$ cat config.mk
export PLATFORM = sky130hd
export DESIGN_NAME = chr_bank_map
export DESIGN_NICKNAME = d
export VERILOG_FILES = /design/src/rtl/chr_map_pkg.sv /design/src/rtl/chr_bank_regs.sv /design/src/rtl/chr_mask_gen.sv /design/src/rtl/chr_slot_sel.sv /design/src/rtl/chr_bank_map.sv
export SDC_FILE = /design/constraint.sdc
export NUM_CORES = 1
export LEC_CHECK = 0
export BUFFER_PORTS_ARGS = -buffer_cell sky130_fd_sc_hd__buf_2
export CAP_MARGIN = 0
export CORE_MARGIN = 2
export CORE_UTILIZATION = 51
export DETAILED_ROUTE_END_ITERATION = 10
export PLACE_DENSITY = 0.9
export SETUP_SLACK_MARGIN = 0.4
export SLEW_MARGIN = 20
export SYNTH_ARGS = -nofsm -noshare
export SYNTH_HDL_FRONTEND = slang
export SYNTH_SLANG_ARGS = --single-unit
$ cat constraint.sdc
create_clock -name clk -period 1.9 [get_ports clk]
set_input_delay 0.38 -clock clk [delete_from_list [all_inputs] [get_ports clk]]
set_output_delay 0.38 -clock clk [all_outputs]
set_load 0.05 [all_outputs]
$ cat src/rtl/chr_map_pkg.sv
package chr_map_pkg;
    localparam int CHR_DW   = 8;
    localparam int SEL_W    = 3;
    localparam int NUM_REGS = 6;
    localparam int MODE_W   = 3;

    typedef logic [CHR_DW-1:0] chr_byte_t;

    typedef struct packed {
        logic [NUM_REGS-1:0][CHR_DW-1:0] bank;
    } chr_regs_t;

    function automatic int unsigned mask_shift(input logic [MODE_W-1:0] mode);
        case (mode)
            3'd1:    return 1;
            3'd2:    return 2;
            3'd4:    return 3;
            3'd5:    return 4;
            3'd6:    return 5;
            default: return 0;
        endcase
    endfunction
endpackage

$ cat src/rtl/chr_bank_regs.sv
module chr_bank_regs
    import chr_map_pkg::*;
(
    input  logic                 clk,
    input  logic                 rst_n,
    input  logic                 wr_en,
    input  logic [SEL_W-1:0]     sel,
    input  chr_byte_t            wdata,
    output chr_regs_t            regs
);
    chr_regs_t regs_d, regs_q;

    always_comb begin
        regs_d = regs_q;
        for (int i = 0; i < NUM_REGS; i++) begin
            if (wr_en && sel == SEL_W'(i)) begin
                regs_d.bank[i] = wdata;
            end
        end
    end

    always_ff @(posedge clk or negedge rst_n) begin
        if (!rst_n) regs_q <= '0;
        else        regs_q <= regs_d;
    end

    assign regs = regs_q;
endmodule

$ cat src/rtl/chr_mask_gen.sv
module chr_mask_gen
    import chr_map_pkg::*;
(
    input  logic [MODE_W-1:0] mode,
    output chr_byte_t         mask
);
    always_comb begin
        mask = chr_byte_t'({CHR_DW{1'b1}}) >> mask_shift(mode);
    end
endmodule

$ cat src/rtl/chr_slot_sel.sv
module chr_slot_sel
    import chr_map_pkg::*;
(
    input  logic [2:0] slot,
    input  logic       invert,
    input  chr_regs_t  regs,
    output chr_byte_t  raw
);
    logic [2:0] eff;
    chr_byte_t  pair;

    always_comb begin
        eff  = slot ^ {invert, 2'b00};
        pair = regs.bank[{2'b00, eff[1]}];
        if (eff[2]) begin
            raw = regs.bank[{1'b0, eff[1:0]} + 3'd2];
        end else begin
            raw = {pair[CHR_DW-1:1], eff[0]};
        end
    end
endmodule

$ cat src/rtl/chr_bank_map.sv
module chr_bank_map
    import chr_map_pkg::*;
#(
    parameter int OUTER_W = 4,
    parameter int SLOT_AW = 10,
    parameter int PPU_AW  = 13,
    localparam int CO_W   = 3,
    localparam int BANK_W = OUTER_W + CO_W + CHR_DW,
    localparam int ROM_AW = BANK_W + SLOT_AW
) (
    input  logic               clk,
    input  logic               rst_n,
    input  logic               bank_wr,
    input  logic [SEL_W-1:0]   cmd_sel,
    input  logic               cmd_inv,
    input  logic [7:0]         bank_wdata,
    input  logic [OUTER_W-1:0] outer_lo,
    input  logic [CO_W-1:0]    chr_outer,
    input  logic [7:0]         chr_mode,
    input  logic [PPU_AW-1:0]  ppu_addr,
    input  logic               ppu_rd,
    input  logic               ppu_wr,
    output logic [ROM_AW-1:0]  rom_addr,
    output logic               rom_rd
);
    chr_regs_t regs;
    chr_byte_t mask;
    chr_byte_t raw;
    chr_byte_t low_bank;

    chr_bank_regs u_regs (
        .clk   (clk),
        .rst_n (rst_n),
        .wr_en (bank_wr),
        .sel   (cmd_sel),
        .wdata (bank_wdata),
        .regs  (regs)
    );

    chr_mask_gen u_mask (
        .mode (chr_mode[MODE_W-1:0]),
        .mask (mask)
    );

    chr_slot_sel u_sel (
        .slot   (ppu_addr[PPU_AW-1 -: 3]),
        .invert (cmd_inv),
        .regs   (regs),
        .raw    (raw)
    );

    always_comb begin
        low_bank = (raw & mask) | (chr_mode & ~mask);
        rom_addr = {outer_lo, chr_outer, low_bank, ppu_addr[SLOT_AW-1:0]};
        rom_rd   = ppu_rd & ~ppu_wr;
    end
endmodule

==> results of run 1 <==
==> repair_timing <==
| action | in CTS | in global routing |
|---|---|---|
| buffers inserted | 6 | 1 |
| setup endpoints to repair | 8 | 8 |
| cloned | 1 | 0 |
| pin swaps | 8 | 7 |
| gates resized for setup | 44 | 11 |
==> synthesized netlist by cell type <==
library cell | count | area share [%]
nor3_4 | 1 | 0.67
o31ai_1 | 4 | 1.2
a21oi_1 | 1 | 0.21
nor2b_1 | 9 | 2.3
mux2_2 | 47 | 22
a211oi_1 | 4 | 1.2
nand2_1 | 5 | 0.77
nor4bb_1 | 2 | 0.82
a31oi_1 | 2 | 0.51
xor2_2 | 1 | 0.67
nand4b_1 | 2 | 0.72
dfrtp_1 | 46 | 47
o21ai_0 | 2 | 0.41
buf_4 | 20 | 6.2
buf_2 | 4 | 0.82
nand3_1 | 4 | 0.82
a32o_1 | 5 | 2.1
buf_6 | 2 | 0.93
mux2i_1 | 9 | 3.7
or3_1 | 2 | 0.51
and3b_1 | 1 | 0.36
xor2_1 | 1 | 0.36
mux4_2 | 2 | 1.9
a2111oi_0 | 4 | 1.4
xnor2_1 | 1 | 0.36
nor4b_4 | 1 | 0.98
mux2_4 | 1 | 0.62
or2_2 | 1 | 0.26
==> kinds of logic (layout without fill, tap and decap cells) <==
kind of cell	after synthesis	count (layout)
buf+inv	26	78
flops	46	46
xor+xnor	3	3
compound gates	22	22
mux	59	59
simple gates	28	28
==> critical path: stages (launching register included) <==
cell     delay (ps)
dfrtp_1         400
mux2_4          270
or3_1           330
a32o_2          270
buf_6           150
==> where the power goes <==
| group | internal [mW] | total (mW) | switching, mW |
|---|---|---|---|
| clock network | 0.259 | 0.593 | 0.334 |
| logic | 0.510 | 0.961 | 0.450 |
| registers | 1.19 | 1.33 | 0.137 |
| total | 1.96 | 2.88 | 0.922 |
==> area by class of cell <==
type | count | area (µm²)
multi-input cells | 112 | 1320
flip-flops and latches | 46 | 1150
repair buffers | 70 | 599
fillers | 306 | 1440
clock inverters | 3 | 21.3
clock buffers | 5 | 68.8
well taps | 54 | 67.6
==> routing by layer <==
metal	GRT usage, %	vias to the layer above	routed length [µm]
met4	7.82	0	53
met2	40.1	61	3140
li1	-	774	-
met3	3.87	9	313
met1	28.8	881	2410
met5	0	-	0
==> layout by cell type (no fill, tap or decap), drive strengths merged, types with 4 or more instances in the layout <==
| master | count |
|---|---|
| a2111oi | 4 |
| a211oi | 4 |
| a32o | 5 |
| buf | 69 |
| clkbuf | 5 |
| dfrtp | 46 |
| mux2 | 48 |
| mux2i | 9 |
| nand2 | 5 |
| nand3 | 4 |
| nor2b | 9 |
| o31ai | 4 |
==> per-stage QoR <==
step	cell area (µm²)	utilization [%]	power, mW	cells
floorplan	2540	-	1.96	184
global placement	2800	60.1	2.06	274
detailed placement	2800	60.1	2.11	274
CTS	3170	67.9	2.83	289
global route	3230	69.2	3.01	290
finish	3230	69.2	2.88	290
==> worst min path at each step <==
stage                      endpoint  cells past startpoint  slack, ps
floorplan           u_regs.regs[10]                      0         80
global placement    u_regs.regs[34]                      1        360
detailed placement  u_regs.regs[34]                      1        370
CTS                 u_regs.regs[37]                      1         40
global route        u_regs.regs[21]                      1         60
finish              u_regs.regs[18]                      1         20
==> results by group, run 1 <==
Status
  • Status: complete, but fails checks
  • Failing checks: setup timing

STA
  • Setup-failing EPs final: 2
  • Hold WS: between 20 and 25 ps
  • Fin. Hold Viols: 0
  • Final setup margin: -202 ps
  • Fin. max-slew vios: 0
  • Final period util: 111%
  • Slew of the pin with the lowest slew margin: 542 ps
  • Post-route setup TNS: -311 ps
  • Worst slew margin: 63.7%
  • Final min period: 2100 ps
  • Fmax: 476 MHz
  • Post-Route Skew: 0 ps
  • Unrepaired setup endpoints after global routing: yes

Clocking
  • TritonCTS clock tree: built
  • Max clock buf depth: 2
  • Hold Buf Count CTS: 0
  • Worst-Skew Late Latency: about 300 ps
  • Clock transition at the registers of the reported paths: 90 ps
  • Htree depth: 2
  • TritonCTS Sinks: 46
  • CTS Buf Count: 5
  • Clk root buf: clkbuf_8

Yosys
  • Mux cell area share after synthesis: roughly 28%
  • Synth Instances: 184
  • Adder-Cell Fraction of Synth Area: 0%
  • Largest family of logic cells by synthesized area: multiplexers
  • Avg Cell Area, Syn: 13.2 µm²
  • Post-Synth Simple-Gate Area: around 8.2%
  • Syn Nets: 229
  • Synth cell types: 28
  • Compound-Gate Fraction of Synth Area: roughly 7.1%
  • Number of synthesized register bits: 46
  • Cell Area, Synth: 0.00243 mm²
  • Xor and xnor area share after synthesis: between 1 and 1.5%
  • Sequential fraction of the synthesis area: 47.4%
  • Synth Warn #: 0

Setup path
  • Type of origin of the critical path: flip-flop
  • Crit path from: u_regs.regs[19]
  • CP Capture Point: rom_addr[13]
  • Worst EP arrival: 1720 ps
  • Setup crit end kind: output pin
  • Worst reg2reg endpoint: u_regs.regs[46]
  • Req. time, crit path: 1520 ps
  • Reg2reg setup slack: 990 ps
  • Worst reg-to-reg path cell count: 2
  • CP max FO: 2
  • Crit Reg-Reg Startpoint: u_regs.regs[46]
  • Setup CP Type: flip-flop to output pin

Global routing
  • Initial antenna violation count: 0
  • Overall Global Routing Usage: 23.0%
  • Pin count of the biggest net entering global routing: 24
  • Vias in the first global route: 1,765
  • First-pass GRT wire length: 8960 µm
  • Grt ovf: 0

Die
  • Die width: around 73 µm
  • Initial core utilization: 52.1%
  • Row count: 25
  • Total core area: 0.00466 mm²
  • Die area: 0.00533 mm²
  • Io pins: 71
  • Die Y: between 70 and 80 µm

Finish
  • Nets@finish: 280
  • Max FFs per register: 46
  • Area Growth Syn to Fin: 32.7%
  • Ant diodes: 0
  • Share of post-route cells with drive strength above 1: between 60 and 70%

Drt
  • Average wire per standard cell: between 20 and 25 µm
  • TritonRoute pass-1 iters: 4
  • WL final: 5910 µm
  • Avg Vias per Cell: approximately 6
  • Vias: roughly 1.7k
  • Initial DRC count: around 100
  • DR DRC count: 0
  • Post-route ant nets: 0

Pwr
  • PD cells: 894 mW/mm²
  • VDD IR-drop max: 0.572 mV
  • Leakage: 1.41 nW

Place
  • Gpl congestion: 0.756
  • DP Worst Slack: -234 ps
  • Number of port buffers: 36
  • Detailed-placement wirelength estimate: 3770 µm

Flow run
  • Max-cap violations: 0

Hold path
  • Worst Hold Class: input pin to async pin
(Power assumes the default switching activity.)
==> run 2: changes to the inputs <==
--- a/config.mk
+++ b/config.mk
@@ -5,12 +5,14 @@
 export SDC_FILE = /design/constraint.sdc
 export NUM_CORES = 1
 export LEC_CHECK = 0
-export BUFFER_PORTS_ARGS = -buffer_cell sky130_fd_sc_hd__buf_2
 export CAP_MARGIN = 0
+export CELL_PAD_IN_SITES_DETAIL_PLACEMENT = 1
+export CELL_PAD_IN_SITES_GLOBAL_PLACEMENT = 2
 export CORE_MARGIN = 2
-export CORE_UTILIZATION = 51
+export CORE_UTILIZATION = 41
 export DETAILED_ROUTE_END_ITERATION = 10
-export PLACE_DENSITY = 0.9
+export DONT_BUFFER_PORTS = 1
+export PLACE_DENSITY = 0.89
 export SETUP_SLACK_MARGIN = 0.4
 export SLEW_MARGIN = 20
 export SYNTH_ARGS = -nofsm -noshare
==> results by group, run 2 (synthesis gave the netlist of run 1 again) <==
Drt
  • TritonRoute pass-1 iters: 4 (unchanged)
  • Vias: 1,522 (-12%)
  • Initial DRC count: 41 (-60%)
  • Average wire per standard cell: 21.7 µm (+6.2%)
  • WL final: 5670 µm (-4.0%)
  • DR DRC count: 0 (unchanged)
  • Avg Vias per Cell: 5.81 (-2.3%)
  • Post-route ant nets: 0 (unchanged)

Die
  • Io pins: 71 (unchanged)
  • Initial core utilization: 41.8% (-10 points)
  • Die Y: 81.0 µm (+11%)
  • Die area: 0.00656 mm² (+23%)
  • Total core area: 0.00582 mm² (+25%)
  • Row count: 28 (+12%)
  • Die width: 81.0 µm (+11%)

Global routing
  • Overall Global Routing Usage: 18.2% (-4.8 points)
  • Grt ovf: 0 (unchanged)
  • First-pass GRT wire length: 8750 µm (-2.3%)
  • Pin count of the biggest net entering global routing: 47 (+96%)
  • Vias in the first global route: 1,716 (-2.8%)
  • Initial antenna violation count: 0 (unchanged)

Finish
  • Nets@finish: 231 (-18%)
  • Register area: 0.00115 mm² (unchanged)
  • Max FFs per register: 46 (unchanged)
  • Post-route cell area: 0.00288 mm² (-11%)
  • Ant diodes: 0 (unchanged)
  • Share of post-route cells with drive strength above 1: 56.7% (-9.0 points)
  • Area Growth Syn to Fin: 18.4%
  • Area of the multi-input gates: 0.00128 mm² (-2.8%)
  • Fillers: 592 (+93%)
  • Core Util, Final: 49.5% (-20 points)
  • Commonest non-fill, non-tap cells in the layout: 46 x mux2_2, 46 x dfrtp_1, 13 x buf_4

Setup path
  • CP delay by family, top: flip-flops
  • Crit-path cells: mux2_4 > or3_1 > a32o_2
  • Slowest cell on crit path: dfrtp_1
  • Setup CP Type: flip-flop to output pin
  • CP max FO: 2 (unchanged)
  • Setup crit end kind: output pin
  • Worst EP arrival: 1640 ps (-80 ps)
  • Type of origin of the critical path: flip-flop
  • Buf+Inv Stages, Crit Path: 0 (-1)
  • Req. time, crit path: 1520 ps (about the same)
  • Max stage delay on crit path: 410 ps (about the same)

Pwr
  • Leakage: 1.17 nW (-17%)
  • Pwr Total: 2.76 mW (-4.5%)
  • P_sw: 0.833 mW (-9.7%)
  • Comb pwr share: 29.1% (-4.2 points)
  • Sequential Power Share: 48.1% (+2.0 points)
  • PD cells: 958 mW/mm² (+7.1%)
  • Switching share of power: 30.2% (-1.7 points)
  • Clk pwr share: 22.7% (+2.1 points)
  • Int Pwr: 1.92 mW (-2.1%)
  • VDD IR-drop max: 0.437 mV (-24%)

Clocking
  • Htree depth: 2 (unchanged)
  • Clock transition at the registers of the reported paths: 90 ps (about the same)
  • TritonCTS Sinks: 46 (unchanged)
  • Clk root buf: clkbuf_8
  • TritonCTS clock tree: built
  • CTS Buf Count: 5 (unchanged)
  • Worst-Skew Late Latency: 290 ps (about the same)
  • Max clock buf depth: 2 (unchanged)

STA
  • Fin. Hold Viols: 0 (unchanged)
  • Worst slew margin: 63.0% (-0.78 points)
  • Final min period: 2020 ps (-81.7 ps)
  • Fmax: 495 MHz (+4.0%)
  • Post-route setup TNS: -120 ps (+191 ps)
  • Final setup margin: -120 ps (+81.7 ps)
  • Unrepaired setup endpoints after global routing: yes
  • Final period util: 106% (-4.3 points)
  • Setup-failing EPs final: 1 (-1)
  • Post-Route Skew: 0 ps (unchanged)
  • Fin. max-slew vios: 0 (unchanged)
  • Slew of the pin with the lowest slew margin: 554 ps (+11.7 ps)

Place
  • DP Worst Slack: 64.1 ps (+298 ps)
  • Number of port buffers: 0 (-100%)
  • Detailed-placement wirelength estimate: 3930 µm (+4.2%)
  • Area post-placement: 0.00263 mm² (-6.1%)
  • Gpl congestion: 0.763 (+0.98%)

Status
  • Failing checks: setup timing
  • Status: complete, but fails checks

Hold path
  • Worst Hold Class: input pin to flip-flop

Flow run
  • Max-cap violations: 0 (unchanged)
==> run 2: final timing paths <==
path | startpoint | to | slack, ps | depth (start not counted)
max reg2reg | u_regs.regs[31] | u_regs.regs[31] | 970 | 2
max | u_regs.regs[27] | rom_addr[13] | -120 | 3
min | bank_wdata[7] | u_regs.regs[31] | 220 | 1
min reg2reg | u_regs.regs[22] | u_regs.regs[22] | 510 | 1
max in group asynchronous | rst_n | u_regs.regs[43] | 1120 | 2
min in group asynchronous | rst_n | u_regs.regs[6] | 570 | 2
==> run 2: metrics by stage <==
step                instances  hold slack (ps)
global placement          250             86.0
global route              262              208
floorplan                 184             84.4
detailed placement        250             85.7
finish                    262              222
CTS                       261              216
==> run 2: cell type report <==
type | count | share of cell area, %
clock buffers | 6 | 2.87
multi-input cells | 112 | 44.5
flip-flops and latches | 46 | 40.0
repair buffers | 21 | 8.87
well taps | 75 | 3.26
clock inverters | 2 | 0.435
==> run 2: routing by layer <==
| metal | global-route usage [%] | vias up | share of wire [%] |
|---|---|---|---|
| met4 | 6.61 | 0 | 2.6 |
| met3 | 4.78 | 20 | 5.5 |
| met5 | 0 | - | 0 |
| met2 | 32.5 | 41 | 52 |
| li1 | - | 670 | - |
| met1 | 20.9 | 791 | 40 |
==> run 2: timing repair <==
| item | in CTS | in global routing |
|---|---|---|
| resized for setup | 2 | 17 |
| pin swaps | 3 | 7 |
| hold endpoints to repair | 46 | 0 |
| setup buffers | 1 | 1 |
| hold buffers | 2 | 0 |
| setup endpoints to repair | 8 | 8 |
==> run 2: power by group through the flow <==
stage / clock network [mW] / logic (mW) / registers (mW)
floorplan: 0 / 0.681 / 1.28
global placement: 0 / 0.696 / 1.30
detailed placement: 0 / 0.727 / 1.33
CTS: 0.639 / 0.769 / 1.31
global route: 0.679 / 0.856 / 1.35
finish: 0.627 / 0.802 / 1.33
==> run 3: changes to the inputs <==
--- a/config.mk
+++ b/config.mk
@@ -12,7 +12,7 @@
 export CORE_UTILIZATION = 41
 export DETAILED_ROUTE_END_ITERATION = 10
 export DONT_BUFFER_PORTS = 1
-export PLACE_DENSITY = 0.89
+export PLACE_DENSITY_LB_ADDON = 0.1
 export SETUP_SLACK_MARGIN = 0.4
 export SLEW_MARGIN = 20
 export SYNTH_ARGS = -nofsm -noshare
==> results by group, run 3 (synthesis gave the netlist of run 1 again) <==
STA
  • Worst slew margin: 62.8% (-0.19 points)
  • Final min period: 1980 ps (-44.7 ps)
  • Fmax: 506 MHz (+2.3%)
  • Final period util: 104% (-2.4 points)
  • Fin. max-slew vios: 0 (unchanged)
  • Unrepaired setup endpoints after global routing: yes
  • Fin. Hold Viols: 0 (unchanged)
  • Final setup margin: -75.8 ps (+44.7 ps)
  • Slew of the pin with the lowest slew margin: 557 ps (+2.83 ps)
  • Setup-failing EPs final: 1 (unchanged)
  • Post-Route Skew: 0 ps (unchanged)

Finish
  • Commonest non-fill, non-tap cells in the layout: 46 x mux2_2, 46 x dfrtp_1, 15 x buf_4
  • Max FFs per register: 46 (unchanged)
  • Ant diodes: 0 (unchanged)
  • Fillers: 612 (+3.4%)
  • Post-route cell area: 0.00292 mm² (+1.5%)
  • Register area: 0.00115 mm² (unchanged)
  • Nets@finish: 234 (+1.3%)
  • Share of post-route cells with drive strength above 1: 56.6% (-0.071 points)
  • Area Growth Syn to Fin: 20.1%
  • Area of the multi-input gates: 0.00129 mm² (+0.59%)

Drt
  • Post-route ant nets: 0 (unchanged)
  • Average wire per standard cell: 20.9 µm (-3.3%)
  • WL final: 5530 µm (-2.6%)
  • Initial DRC count: 52 (+27%)
  • TritonRoute pass-1 iters: 4 (unchanged)
  • Avg Vias per Cell: 5.68 (-2.3%)
  • Vias: 1,499 (-1.5%)
  • DR DRC count: 0 (unchanged)

Global routing
  • Met2 usage: 30.1% (-2.4 points)
  • Initial antenna violation count: 0 (unchanged)
  • Vias in the first global route: 1,643 (-4.3%)
  • Busiest layer in global routing: met2
  • Overall Global Routing Usage: 18.0% (-0.21 points)
  • Grt ovf: 0 (unchanged)
  • Met1 Usage GRT: 23.1% (+2.3 points)
  • Pin count of the biggest net entering global routing: 47 (unchanged)
  • First-pass GRT wire length: 8650 µm (-1.1%)
  • GR Layer Usage met3: 4.89% (+0.11 points)

Clocking
  • CTS Buf Count: 5 (unchanged)
  • TritonCTS clock tree: built
  • Clock transition at the registers of the reported paths: 80 ps (about the same)
  • Clk root buf: clkbuf_8
  • Max clock buf depth: 2 (unchanged)
  • Worst-Skew Late Latency: 280 ps (about the same)
  • TritonCTS Sinks: 46 (unchanged)
  • Htree depth: 2 (unchanged)

Setup path
  • Setup crit end kind: output pin
  • CP max FO: 2 (unchanged)
  • Type of origin of the critical path: flip-flop
  • Setup CP Type: flip-flop to output pin
  • Req. time, crit path: 1520 ps (about the same)
  • Worst EP arrival: 1600 ps (-40 ps)

Pwr
  • Leakage: 1.19 nW (+2.2%)
  • VDD IR-drop max: 0.533 mV (+22%)
  • Pwr Total: 2.85 mW (+3.3%)
  • PD cells: 975 mW/mm² (+1.8%)

Place
  • Area post-placement: 0.00263 mm² (about the same)
  • DP Worst Slack: 22.7 ps (-41.5 ps)
  • Number of port buffers: 0 (unchanged)
  • Detailed-placement wirelength estimate: 3920 µm (about the same)
  • Gpl congestion: 0.742 (-2.8%)

Die
  • Die width: 81.0 µm (unchanged)
  • Row count: 28 (unchanged)
  • Initial core utilization: 41.8% (unchanged)
  • Die Y: 81.0 µm (unchanged)
  • Total core area: 0.00582 mm² (unchanged)
  • Io pins: 71 (unchanged)
  • Die area: 0.00656 mm² (unchanged)

Status
  • Failing checks: setup timing
  • Status: complete, but fails checks

Flow run
  • Max-cap violations: 0 (unchanged)

Hold path
  • Worst Hold Class: input pin to flip-flop
-- run 3: metrics by stage --
stage          setup TNS [ps]  hold WS (ps)  cells  util [%]
2_1_floorplan           -16.5          84.4    184         -
3_3_place_gp                0          85.7    251      45.2
3_5_place_dp                0          85.8    251      45.2
4_1_cts                  -243           221    263      48.3
5_1_grt                  -231           216    264      50.2
6_report                -75.8           234    264      50.2
-- run 3: worst paths after layout --
path,start,end,slack [ps],depth (start not counted)
hold / removal,bank_wdata[4],u_regs.regs[44],230,1
hold reg to reg,u_regs.regs[5],u_regs.regs[5],500,1
setup reg to reg,u_regs.regs[32],u_regs.regs[32],900,3
min in group asynchronous,rst_n,u_regs.regs[20],580,2
setup / recovery,u_regs.regs[19],rom_addr[13],-80,3
max in group asynchronous,rst_n,u_regs.regs[24],1100,2
-- run 3: critical path, stage by stage, from the launching register on --
cell	delay [ps]
dfrtp_1	390
mux2_4	270
or3_1	300
a32o_2	360
-- run 3: repair_timing --
item | in CTS | in global routing
endpoints found under the hold margin | 46 | 0
hold buffers | 2 | 0
gates resized for setup | 2 | 18
gates cloned | 0 | 0
pin swaps | 3 | 8
buffers inserted | 3 | 1
endpoints found under the setup margin | 8 | 8
-- run 3: cell type report --
type	count	area share [%]
Multi-Input combinational cell	112	44.1
Sequential cell	46	39.4
Timing Repair Buffer	24	9.34
Tap cell	75	3.21
Clock buffer	6	2.83
Clock inverter	1	1.03
-- run 3: report_power, final --
part           internal, mW  switching, mW  total, mW
Clock                 0.421          0.299      0.719
Sequential             1.19          0.116       1.31
Combinational         0.446          0.371      0.818
-- run 3: metal layers --
| layer | vias to the layer above | share of wire, % |
|---|---|---|
| met5 | - | 0 |
| met4 | 0 | 0.61 |
| met3 | 6 | 5.8 |
| met2 | 44 | 50 |
| met1 | 778 | 44 |
| li1 | 671 | - |
